### config.mk
export PLATFORM = sky130hd
export DESIGN_NAME = tcp_tx_engine
export DESIGN_NICKNAME = d
export VERILOG_FILES = /design/src/rtl/tcp_tx_engine.sv
export SDC_FILE = /design/constraint.sdc
export NUM_CORES = 1
export LEC_CHECK = 0
export ABC_AREA = 1
export BUFFER_PORTS_ARGS = -buffer_cell sky130_fd_sc_hd__buf_2
export CAP_MARGIN = 0
export CORE_MARGIN = 10
export CORE_UTILIZATION = 45
export CTS_BUF_LIST = sky130_fd_sc_hd__clkbuf_2 sky130_fd_sc_hd__clkbuf_4 sky130_fd_sc_hd__clkbuf_8
export DETAILED_ROUTE_END_ITERATION = 6
export GPL_TIMING_DRIVEN = 0
export PLACE_DENSITY = 0.67
export SYNTH_ARGS = -nofsm -noshare
export SYNTH_HDL_FRONTEND = slang
export SYNTH_SLANG_ARGS = --single-unit
### constraint.sdc
create_clock -name clk -period 3.57 [get_ports clk]
set_input_delay 0.5355 -clock clk [delete_from_list [all_inputs] [get_ports clk]]
set_output_delay 0.5355 -clock clk [all_outputs]
set_load 0.005 [all_outputs]
### src/rtl/tcp_tx_engine.sv
module tcp_tx_engine #(
  parameter int          MAX_SEG  = 16,
  parameter int          TIMEOUT  = 40,
  parameter logic [15:0] SRC_PORT = 16'h0050,
  parameter logic [15:0] DST_PORT = 16'hC001,
  parameter logic [31:0] SEQ_INIT = 32'h0000_0100
) (
  input  logic       clk,
  input  logic       rst_n,
  input  logic       init_i,
  input  logic       no_data_i,
  input  logic       app_valid_i,
  input  logic [7:0] app_data_i,
  input  logic       app_last_i,
  output logic       app_ready_o,
  input  logic       send_ready_i,
  output logic       send_valid_o,
  output logic [7:0] send_data_o,
  output logic       send_last_o,
  output logic       rx_start_o,
  input  logic       ack_i,
  output logic       repeat_o,
  output logic       resume_o
);
  localparam int HDR = 8;
  localparam int AW  = (MAX_SEG > 1) ? $clog2(MAX_SEG) : 1;
  localparam int LW  = $clog2(MAX_SEG + 1);
  localparam int IW  = $clog2(MAX_SEG + HDR + 1);
  localparam int TW  = $clog2(TIMEOUT + 1);

  typedef enum logic [2:0] {S_IDLE, S_START, S_LOAD, S_WAIT_IP, S_SEND, S_WAIT_ACK} st_t;

  st_t           st;
  logic [7:0]    seg_mem [MAX_SEG];
  logic [LW-1:0] len;
  logic [IW-1:0] idx;
  logic [TW-1:0] tmr;
  logic [31:0]   seq;
  logic          rx_start_q;
  logic [IW-1:0] pidx;

  wire take      = (st == S_LOAD) && app_valid_i;
  wire load_done = take && (app_last_i || len == LW'(MAX_SEG - 1));
  wire final_b   = (st == S_SEND) && (idx == IW'(HDR - 1) + IW'(len));
  wire ack_hit   = (st == S_WAIT_ACK) && ack_i;
  wire expire    = (st == S_WAIT_ACK) && !ack_i && (tmr == TW'(TIMEOUT - 1));

  assign pidx         = idx - IW'(HDR);
  assign app_ready_o  = (st == S_LOAD);
  assign send_valid_o = (st == S_SEND);
  assign send_last_o  = final_b;
  assign rx_start_o   = rx_start_q;
  assign repeat_o     = expire;
  assign resume_o     = (st == S_START) && no_data_i;

  always_comb begin
    case (idx)
      IW'(0):  send_data_o = SRC_PORT[15:8];
      IW'(1):  send_data_o = SRC_PORT[7:0];
      IW'(2):  send_data_o = DST_PORT[15:8];
      IW'(3):  send_data_o = DST_PORT[7:0];
      IW'(4):  send_data_o = seq[31:24];
      IW'(5):  send_data_o = seq[23:16];
      IW'(6):  send_data_o = seq[15:8];
      IW'(7):  send_data_o = seq[7:0];
      default: send_data_o = seg_mem[pidx[AW-1:0]];
    endcase
  end

  always_ff @(posedge clk) begin
    if (take) seg_mem[len[AW-1:0]] <= app_data_i;
  end

  always_ff @(posedge clk or negedge rst_n) begin
    if (!rst_n) begin
      st         <= S_IDLE;
      len        <= '0;
      idx        <= '0;
      tmr        <= '0;
      seq        <= SEQ_INIT;
      rx_start_q <= 1'b0;
    end else begin
      rx_start_q <= final_b;
      case (st)
        S_IDLE:  if (init_i) st <= S_START;
        S_START: begin
          if (no_data_i) st <= S_IDLE;
          else begin
            st  <= S_LOAD;
            len <= '0;
          end
        end
        S_LOAD: if (take) begin
          len <= len + 1'b1;
          if (load_done) st <= S_WAIT_IP;
        end
        S_WAIT_IP: if (send_ready_i) begin
          st  <= S_SEND;
          idx <= '0;
        end
        S_SEND: begin
          if (final_b) begin
            st  <= S_WAIT_ACK;
            tmr <= '0;
          end else idx <= idx + 1'b1;
        end
        S_WAIT_ACK: begin
          if (ack_hit) begin
            seq <= seq + 32'(len);
            st  <= S_START;
          end else if (expire) st <= S_WAIT_IP;
          else tmr <= tmr + 1'b1;
        end
        default: st <= S_IDLE;
      endcase
    end
  end
endmodule


# After elaboration in Yosys (flattened, before gate mapping)
# Memories as Yosys holds them, arrays and structs flattened.
# Cells that the tools add are included.
word_totals:
  register_bits: 52
  ram_bits: 128
  input_bits: 16
  out_inout_bits: 14
  wordCells: 79
  memories: 1
op_classes:
  add_sub_neg: 6
  eq_ne: 25
  mux: 22
  reduce_logical: 19
mem_list:
  columns: ["memory", "depth", "word_bits", "read_ports", "rd_ports_with_merged_regs", "wr", "line_no", "source"]
  rows:
  - ["seg_mem", 16, 8, 1, 0, 1, "34", "logic [7:0] seg_mem [MAX_SEG];"]
op_table:
  columns: ["operator", "count"]
  rows:
  - ["case mux 8 bit (8 select lines)", 1]
  - ["adder 32 x 5 -> 32 bit", 1]
  - ["2-to-1 mux 3 bit", 7]
  - ["equality test 5 x 3 -> 1 bit (second input constant)", 4]
  - ["2-to-1 mux 5 bit", 4]
  - ["case mux 5 bit (2 select lines)", 2]
  - ["2-to-1 mux 6 bit", 3]
  - ["case mux 3 bit (6 select lines)", 1]
  - ["inequality test 2 bit (second input constant)", 6]
  - ["case mux 6 bit (2 select lines)", 1]
  - ["adder 5 x 1 -> 5 bit (second input constant)", 2]
  - ["equality test 5 x 2 -> 1 bit (second input constant)", 2]
  - ["logical AND 1 bit", 7]
  - ["adder 6 x 1 -> 6 bit (second input constant)", 1]
  - ["equality test 3 x 2 -> 1 bit (second input constant)", 2]
  - ["equality test 3 bit (second input constant)", 2]
  - ["equality test 6 bit (second input constant)", 1]
  - ["inequality test 2 x 1 -> 1 bit (second input constant)", 3]
  - ["AND reduction 3 bit", 2]
  - ["AND reduction 6 bit", 1]
  - ["nonzero test 2 bit", 3]
  - ["adder 3 x 5 -> 5 bit (first input constant)", 1]
  - ["equality test 5 x 1 -> 1 bit (second input constant)", 1]
  - ["equality test 5 x 4 -> 1 bit (second input constant)", 1]
  - ["12 further kinds", 13]

# Depth between registers and ports, before layout
# Gate-level depths: netlist (run 1).
logic_depth:
  word_depth: 6
  depth_mapped: 13
  mapped_depth_nobuf: 13

# Worst setup path before layout (run 1)
# No wires, ideal clock.
synth_timing:
  path_type: "register to output"
  start: "register idx[0]"
  end: "output send_data_o[0]"
  arrival_ps: 1781
  t_required_ps: 3034
  path_slack_ps: 1253
  path_stages_with_launch: 14
  path_buffers: 3
  cell_sequence: "dfrtp_1 -> inv_2 -> buf_2 -> buf_2 -> ha_1 -> inv_1 -> nor2_1 -> nand2_1 -> nand4_2 -> nor2_4 -> buf_6 -> nand2_1 -> nor2_1 -> nor2_1"
synth_between:
  elab_chain_len: 3
  word_cells_on_any_way: 11
  classes_between: "1 x add/sub; 7 x eq/ne; 1 x mux; 1 x reduce/logical; 1 x memory"
synth_lines:
  columns: ["item", "line_no", "source"]
  rows:
  - ["from (decl)", "36", "logic [IW-1:0] idx;"]
  - ["from (signal assigned)", "105", "end else idx <= idx + 1'b1;"]
  - ["subtractor 4 bit", "48", "assign pidx = idx - IW'(HDR);"]
  - ["memory read (16 x 8 bit)", null, null]
  - ["case mux 8 bit (8 select lines) *", "57", "case (idx)"]
  - ["to (decl)", "18", "output logic [7:0] send_data_o,"]
# Mark *: on every way between the ends. The rest lies on a longest branch, timed or not.

# Final worst setup path (run 1)
layout_timing:
  start: "register idx[1]"
  end: "output send_data_o[6]"
# The elaborated chain is that of the path after synthesis.

==> results of run 1 <==
==> registers in the layout, indices dropped and copies added, names as in the netlist <==
name        flops
rx_start_o      1
st              3
seq            32
idx             5
len             5
seg_mem       128
tmr             6
==> worst paths after layout <==
kind | end | slack [ns]
max | send_data_o[6] | 0.32
min | seq[14]$_DFFE_PN0P_ | 0.27
max reg2reg | seg_mem[11][2]$_DFFE_PP_ | 0.86
min reg2reg | seq[31]$_DFFE_PN0P_ | 0.49
max in group asynchronous | idx[0]$_DFFE_PN0P_ | 2.45
min in group clk | st[1]$_DFFE_PN0P_ | 0.38
==> repair_timing <==
| item | CTS | global route |
|---|---|---|
| gates resized for setup | 0 | 6 |
| endpoints found under the setup margin | 0 | 8 |
| buffers inserted | 0 | 0 |
==> final cells by class <==
type,count,area [um2]
Clock buffer,18,241
Sequential cell,180,5150
Tap cell,265,332
Fill cell,1849,9700
Buffer,29,185
Timing Repair Buffer,29,145
Multi-Input combinational cell,727,3450
Inverter,66,250
Clock inverter,14,144
==> worst max-delay path: stages (launching register included) <==
cell and delay [ns]:
dfrtp_1 0.43, inv_1 0.17, clkbuf_2 0.30, ha_1 0.25, inv_1 0.05, nor2_1 0.13
nand2_1 0.15, inv_1 0.20, nand2_1 0.08, nand4_1 0.13, nor2_1 0.05, nor2_1 0.16
buf_2 0.15
==> synth_stat cells <==
cell type / n
nand2_1: 303
nor2_1: 166
edfxtp_1: 128
nand3_1: 75
o21ai_0: 63
inv_1: 58
dfrtp_1: 51
buf_2: 17
ha_1: 16
nand4_1: 13
nor3_1: 13
xor2_1: 13
xnor2_1: 9
nor2_2: 8
o22ai_1: 8
a21oi_1: 7
inv_2: 7
buf_6: 6
clkbuf_1: 6
o21ai_1: 5
nand3b_1: 4
nor2_4: 4
nand2_2: 3
nand3_2: 3
nand3_4: 2
nand4_2: 2
nor3b_1: 2
nor4_1: 2
a21oi_4: 1
and2_1: 1
buf_4: 1
dfstp_2: 1
fa_1: 1
inv_4: 1
nand2_4: 1
nor2_8: 1
o21a_1: 1
==> through the flow <==
step           cells  worst slack (ns)  hold slack (ns)  power, mW
5_1_grt         1328           0.00217            0.377       6.11
4_1_cts         1329            0.0406            0.340       5.75
2_1_floorplan   1003              1.25            0.240       3.77
6_report        1328             0.319            0.274       5.75
3_5_place_dp    1297             0.580            0.468       4.38
3_3_place_gp    1297             0.581            0.455       4.35
==> layer usage <==
metal	global-route usage	vias up
met5	0	-
met4	0.0550	0
met3	0.0399	28
met2	0.271	224
met1	0.234	3249
li1	-	3404
==> power breakdown <==
part | total, mW | leakage (nW) | switching (mW) | internal (mW)
Combinational | 1.86 | 2.01 | 1.25 | 0.614
Clock | 1.39 | 0.197 | 0.805 | 0.585
Sequential | 2.49 | 1.85 | 0.146 | 2.35
Total | 5.75 | 4.05 | 2.20 | 3.55
==> layout by cell type (no fill, tap or decap), drive strengths merged, types with 2 or more instances in the layout <==
master / n
nor2: 179
edfxtp: 128
nor4: 2
inv: 74
o22ai: 8
clkinv: 4
xor2: 13
a21oi: 8
nor3b: 2
nor3: 13
xnor2: 9
nand4: 15
clkbuf: 24
buf: 52
nand3: 80
dfrtp: 51
ha: 16
o21ai: 68
nand3b: 4
nand2: 307
==> cells by family after synthesis <==
kind of cell | synth area share
AND/OR/NAND/NOR | 0.286
flip-flops | 0.570
buffers and inverters | 0.0480
AO/OA/AOI/OAI | 0.0498
XOR/XNOR | 0.0214
adder cells (fa/ha/maj) | 0.0244
==> flow_summary.ini, run 1 <==
[synthesis]
syn_area_um2 = 9020
yosysWarnings = 0
ys_top_cells_by_area = edfxtp_1 43%, dfrtp_1 14%, nand2_1 13%
synth_largest_area_cell = edfxtp_1
synth_seq_cells = 180
synth_cells = 1003
yosysUniqueCellTypes = 37
syn-num-nets = 1036
syn_area_per_cell_um2 = 9.00
synthDominantCellAreaShare = 0.426
synth-seq-area-share = 0.570

[clock_tree]
cts_tree = done
numCtsBuffers = 17
cts.sinks = 180
clk_pin_slew_ns = 0.10
root_buffer = clkbuf_8
insertion_delay_ns = 0.48
ctsHoldBuffers = 0
cts_buffer_depth = 2
htree_levels = 4

[grt]
antenna_found_initial = 0
track_usage = 0.173
grt_pass1_vias = 6698
grt_start_max_net_pins = 53
grt.overflow.total = 0
grt_pass1_wl_um = 35800

[route]
num_vias = 6905
routed_wl_um = 22300
drcViolationCount = 0
drt-met1-wl_um = 10100
wl_per_cell_um = 16.8
drt_iter0_markers = 603
wl_met2_um = 10400
top_layer = met4
wl_met3_um = 1480
antenna_left = 0
vias_per_cell = 5.20
drtPass1Iterations = 5

[cells_and_area]
finalCoreUtilization = 0.505
nets = 1083
drive_gt1_frac = 0.113
diodes = 0
syn_to_final_growth_pct = 9.65
design_area_um2 = 9890

[place]
hpwlAfterDp_um = 15800
gp_congestion = 0.970
post_dp_cell_area_um2 = 9500
portBuffers = 29

[sta]
relSlewSlack = 0.0895
fin_crit_sh = 0.911
hold_violations = 0
fin_crit_ns = 3.25
clock_skew_ns = 0.0145
final-max-slew-violation-count = 0
setup_violations = 0
fmax_ghz = 0.308
fin_setup_tns_ns = 0
worst_slew_pin_slew_ns = 1.36
rsz0062_at_grt = false

[worst_setup_path]
critPathArrivalTime_ns = 2.72
rr_startpoint = st[2]$_DFFE_PN0P_
worst-setup-path-type = reg -> out
endpoint_kind = primary output
critPathLaunch = idx[1]$_DFFE_PN0P_
critPathRequiredTime_ns = 3.03
ff2ff_path_depth = 5
worstPathMaxFanout = 11
startpoint_type = flop

[floorplanning]
die_h_um = 162
coreArea_um2 = 19600
start_util = 0.461
rows = 51
die_area_um2 = 26100
die_w_um = 162
io_pins = 30

[power]
power_density_nw_per_um2 = 581
cellLeakagePower_nw = 4.05
peakVddDrop_mv = 0.243

[worst_hold_path]
hold_class = in -> async

[status]
status = finished, final reports clean

[run]
max_cap_viol_count = 0
No activity file was read; power rests on OpenSTA's default activity.
==> run 2: changes to the inputs <==
CORE_UTILIZATION = 60   (was 45)
PLACE_DENSITY = 0.83   (was 0.67)
==> flow_summary.ini, run 2 (synthesized netlist as in run 1, its figures left out) <==
[clock_tree]
htree_levels = 4
root_buffer = clkbuf_8
cts_buffer_depth = 2
clk_pin_slew_ns = 0.10
cts_tree = done
insertion_delay_ns = 0.48
ctsHoldBuffers = 0
numCtsBuffers = 17
cts.sinks = 180
cts_setup_buffers = 0
post_cts_resized = 0

[floorplanning]
die_h_um = 143
die_area_um2 = 20300
coreArea_um2 = 14600
io_pins = 30
start_util = 0.616
rows = 44
die_w_um = 143

[worst_hold_path]
hold_class = in -> async

[cells_and_area]
drive_gt1_frac = 0.116
diodes = 0
nets = 1084
syn_to_final_growth_pct = 8.81
n_fill_cell = 1132
largest_reg_flops = 128
final_cell_mix = 303 x nand2_1, 166 x nor2_1, 128 x edfxtp_1
final_common_cell = nand2_1

[grt]
antenna_found_initial = 0
grt_pass1_wl_um = 34500
track_usage = 0.217
grt_pass1_vias = 6576
grt_start_max_net_pins = 53
grt.overflow.total = 0

[sta]
fmax_ghz = 0.293
fin_crit_ns = 3.41
fin_setup_tns_ns = 0
hold_ws_ns = 0.297
hold_violations = 0
final-max-slew-violation-count = 0
relSlewSlack = 0.128
fin_crit_sh = 0.956
clock_skew_ns = 0.0219
rsz0062_at_grt = false
worst_slew_pin_slew_ns = 1.30
setup_violations = 0

[worst_setup_path]
crit_top_cell = nor2_1
critPathArrivalTime_ns = 2.88
ff2ff_path_depth = 5
worstPathMaxFanout = 11
worst-setup-path-type = reg -> out
endpoint_kind = primary output
slowest_stage = dfrtp_2
crit_chain = inv_2 -> buf_2 -> buf_4 -> ha_1 -> inv_1 -> nor2_1 -> nand2_1 -> nand4_2 -> nor2_4 -> buf_6 -> nand2_1 -> nor2_1 -> nor2_1 -> buf_2
critPathRequiredTime_ns = 3.03
r2r_end = seg_mem[15][3]$_DFFE_PP_
slowest_delay_ns = 0.49
startpoint_type = flop
worst-r2r-setup-slack_ns = 0.93
rr_startpoint = st[2]$_DFFE_PN0P_

[route]
wl_per_cell_um = 17.4
drcViolationCount = 0
drtPass1Iterations = 6
vias_per_cell = 5.71
drt_iter0_markers = 996
routed_wl_um = 21700
num_vias = 7123
antenna_left = 0

[place]
hpwlAfterDp_um = 15200
portBuffers = 29
gp_congestion = 0.946

[run]
max_cap_viol_count = 0

[power]
cellLeakagePower_nw = 4.05
power_density_nw_per_um2 = 588
peakVddDrop_mv = 0.371

[status]
status = finished, final reports clean
## run 2: per-layer routing
metal	part of all wire	global-route usage	vias up
li1	-	-	3412
met1	0.41	0.287	3334
met2	0.48	0.338	341
met3	0.096	0.0633	36
met4	0.016	0.0727	0
met5	0	0	-
## run 2: stage by stage
step           setup WS [ns]  instances  utilization  total power, mW  cell area, um2
2_1_floorplan           1.25       1003            -             3.77            9020
3_3_place_gp           0.639       1216        0.642             4.31            9400
3_5_place_dp           0.611       1216        0.642             4.37            9400
4_1_cts               0.0509       1248        0.669             5.75            9800
5_1_grt               0.0100       1248        0.670             6.08            9820
6_report               0.157       1248        0.670             5.77            9820
## run 2: power breakdown
| group | total [mW] | leakage (nW) | switching (mW) | internal [mW] |
|---|---|---|---|---|
| clock | 1.40 | 0.204 | 0.856 | 0.540 |
| sequential | 2.50 | 1.85 | 0.152 | 2.35 |
| combinational | 1.88 | 2.00 | 1.26 | 0.617 |
## run 2: worst max-delay path by stage
stage                             startpoint             end  slack [ns]  depth (start not counted)
after detailed placement  idx[1]$_DFFE_PN0P_  send_data_o[7]        0.61                         12
after floorplan           idx[0]$_DFFE_PN0P_  send_data_o[0]        1.25                         13
final                     idx[0]$_DFFE_PN0P_  send_data_o[6]        0.16                         14
after global placement    idx[0]$_DFFE_PN0P_  send_data_o[0]        0.64                         14
after CTS                 idx[1]$_DFFE_PN0P_  send_data_o[7]        0.05                         12
after global routing      idx[0]$_DFFE_PN0P_  send_data_o[4]        0.01                         13
## run 2: layout make-up
cell class / instances / area [um2] / share of cell area
plain buffers: 30 / 186 / 0.0190
clock buffers: 17 / 234 / 0.0238
clock inverters: 15 / 171 / 0.0175
inverters: 66 / 254 / 0.0259
multi-input cells: 727 / 3450 / 0.351
flip-flops and latches: 180 / 5150 / 0.524
well taps: 184 / 230 / 0.0235
repair buffers: 29 / 145 / 0.0148
## run 2: critical path, delay by kind of cell (launching register included)
family	cells	cell delay, ns
buf+inv	6	0.94
flops	1	0.49
simple gates	7	0.76
fa+ha+maj	1	0.20
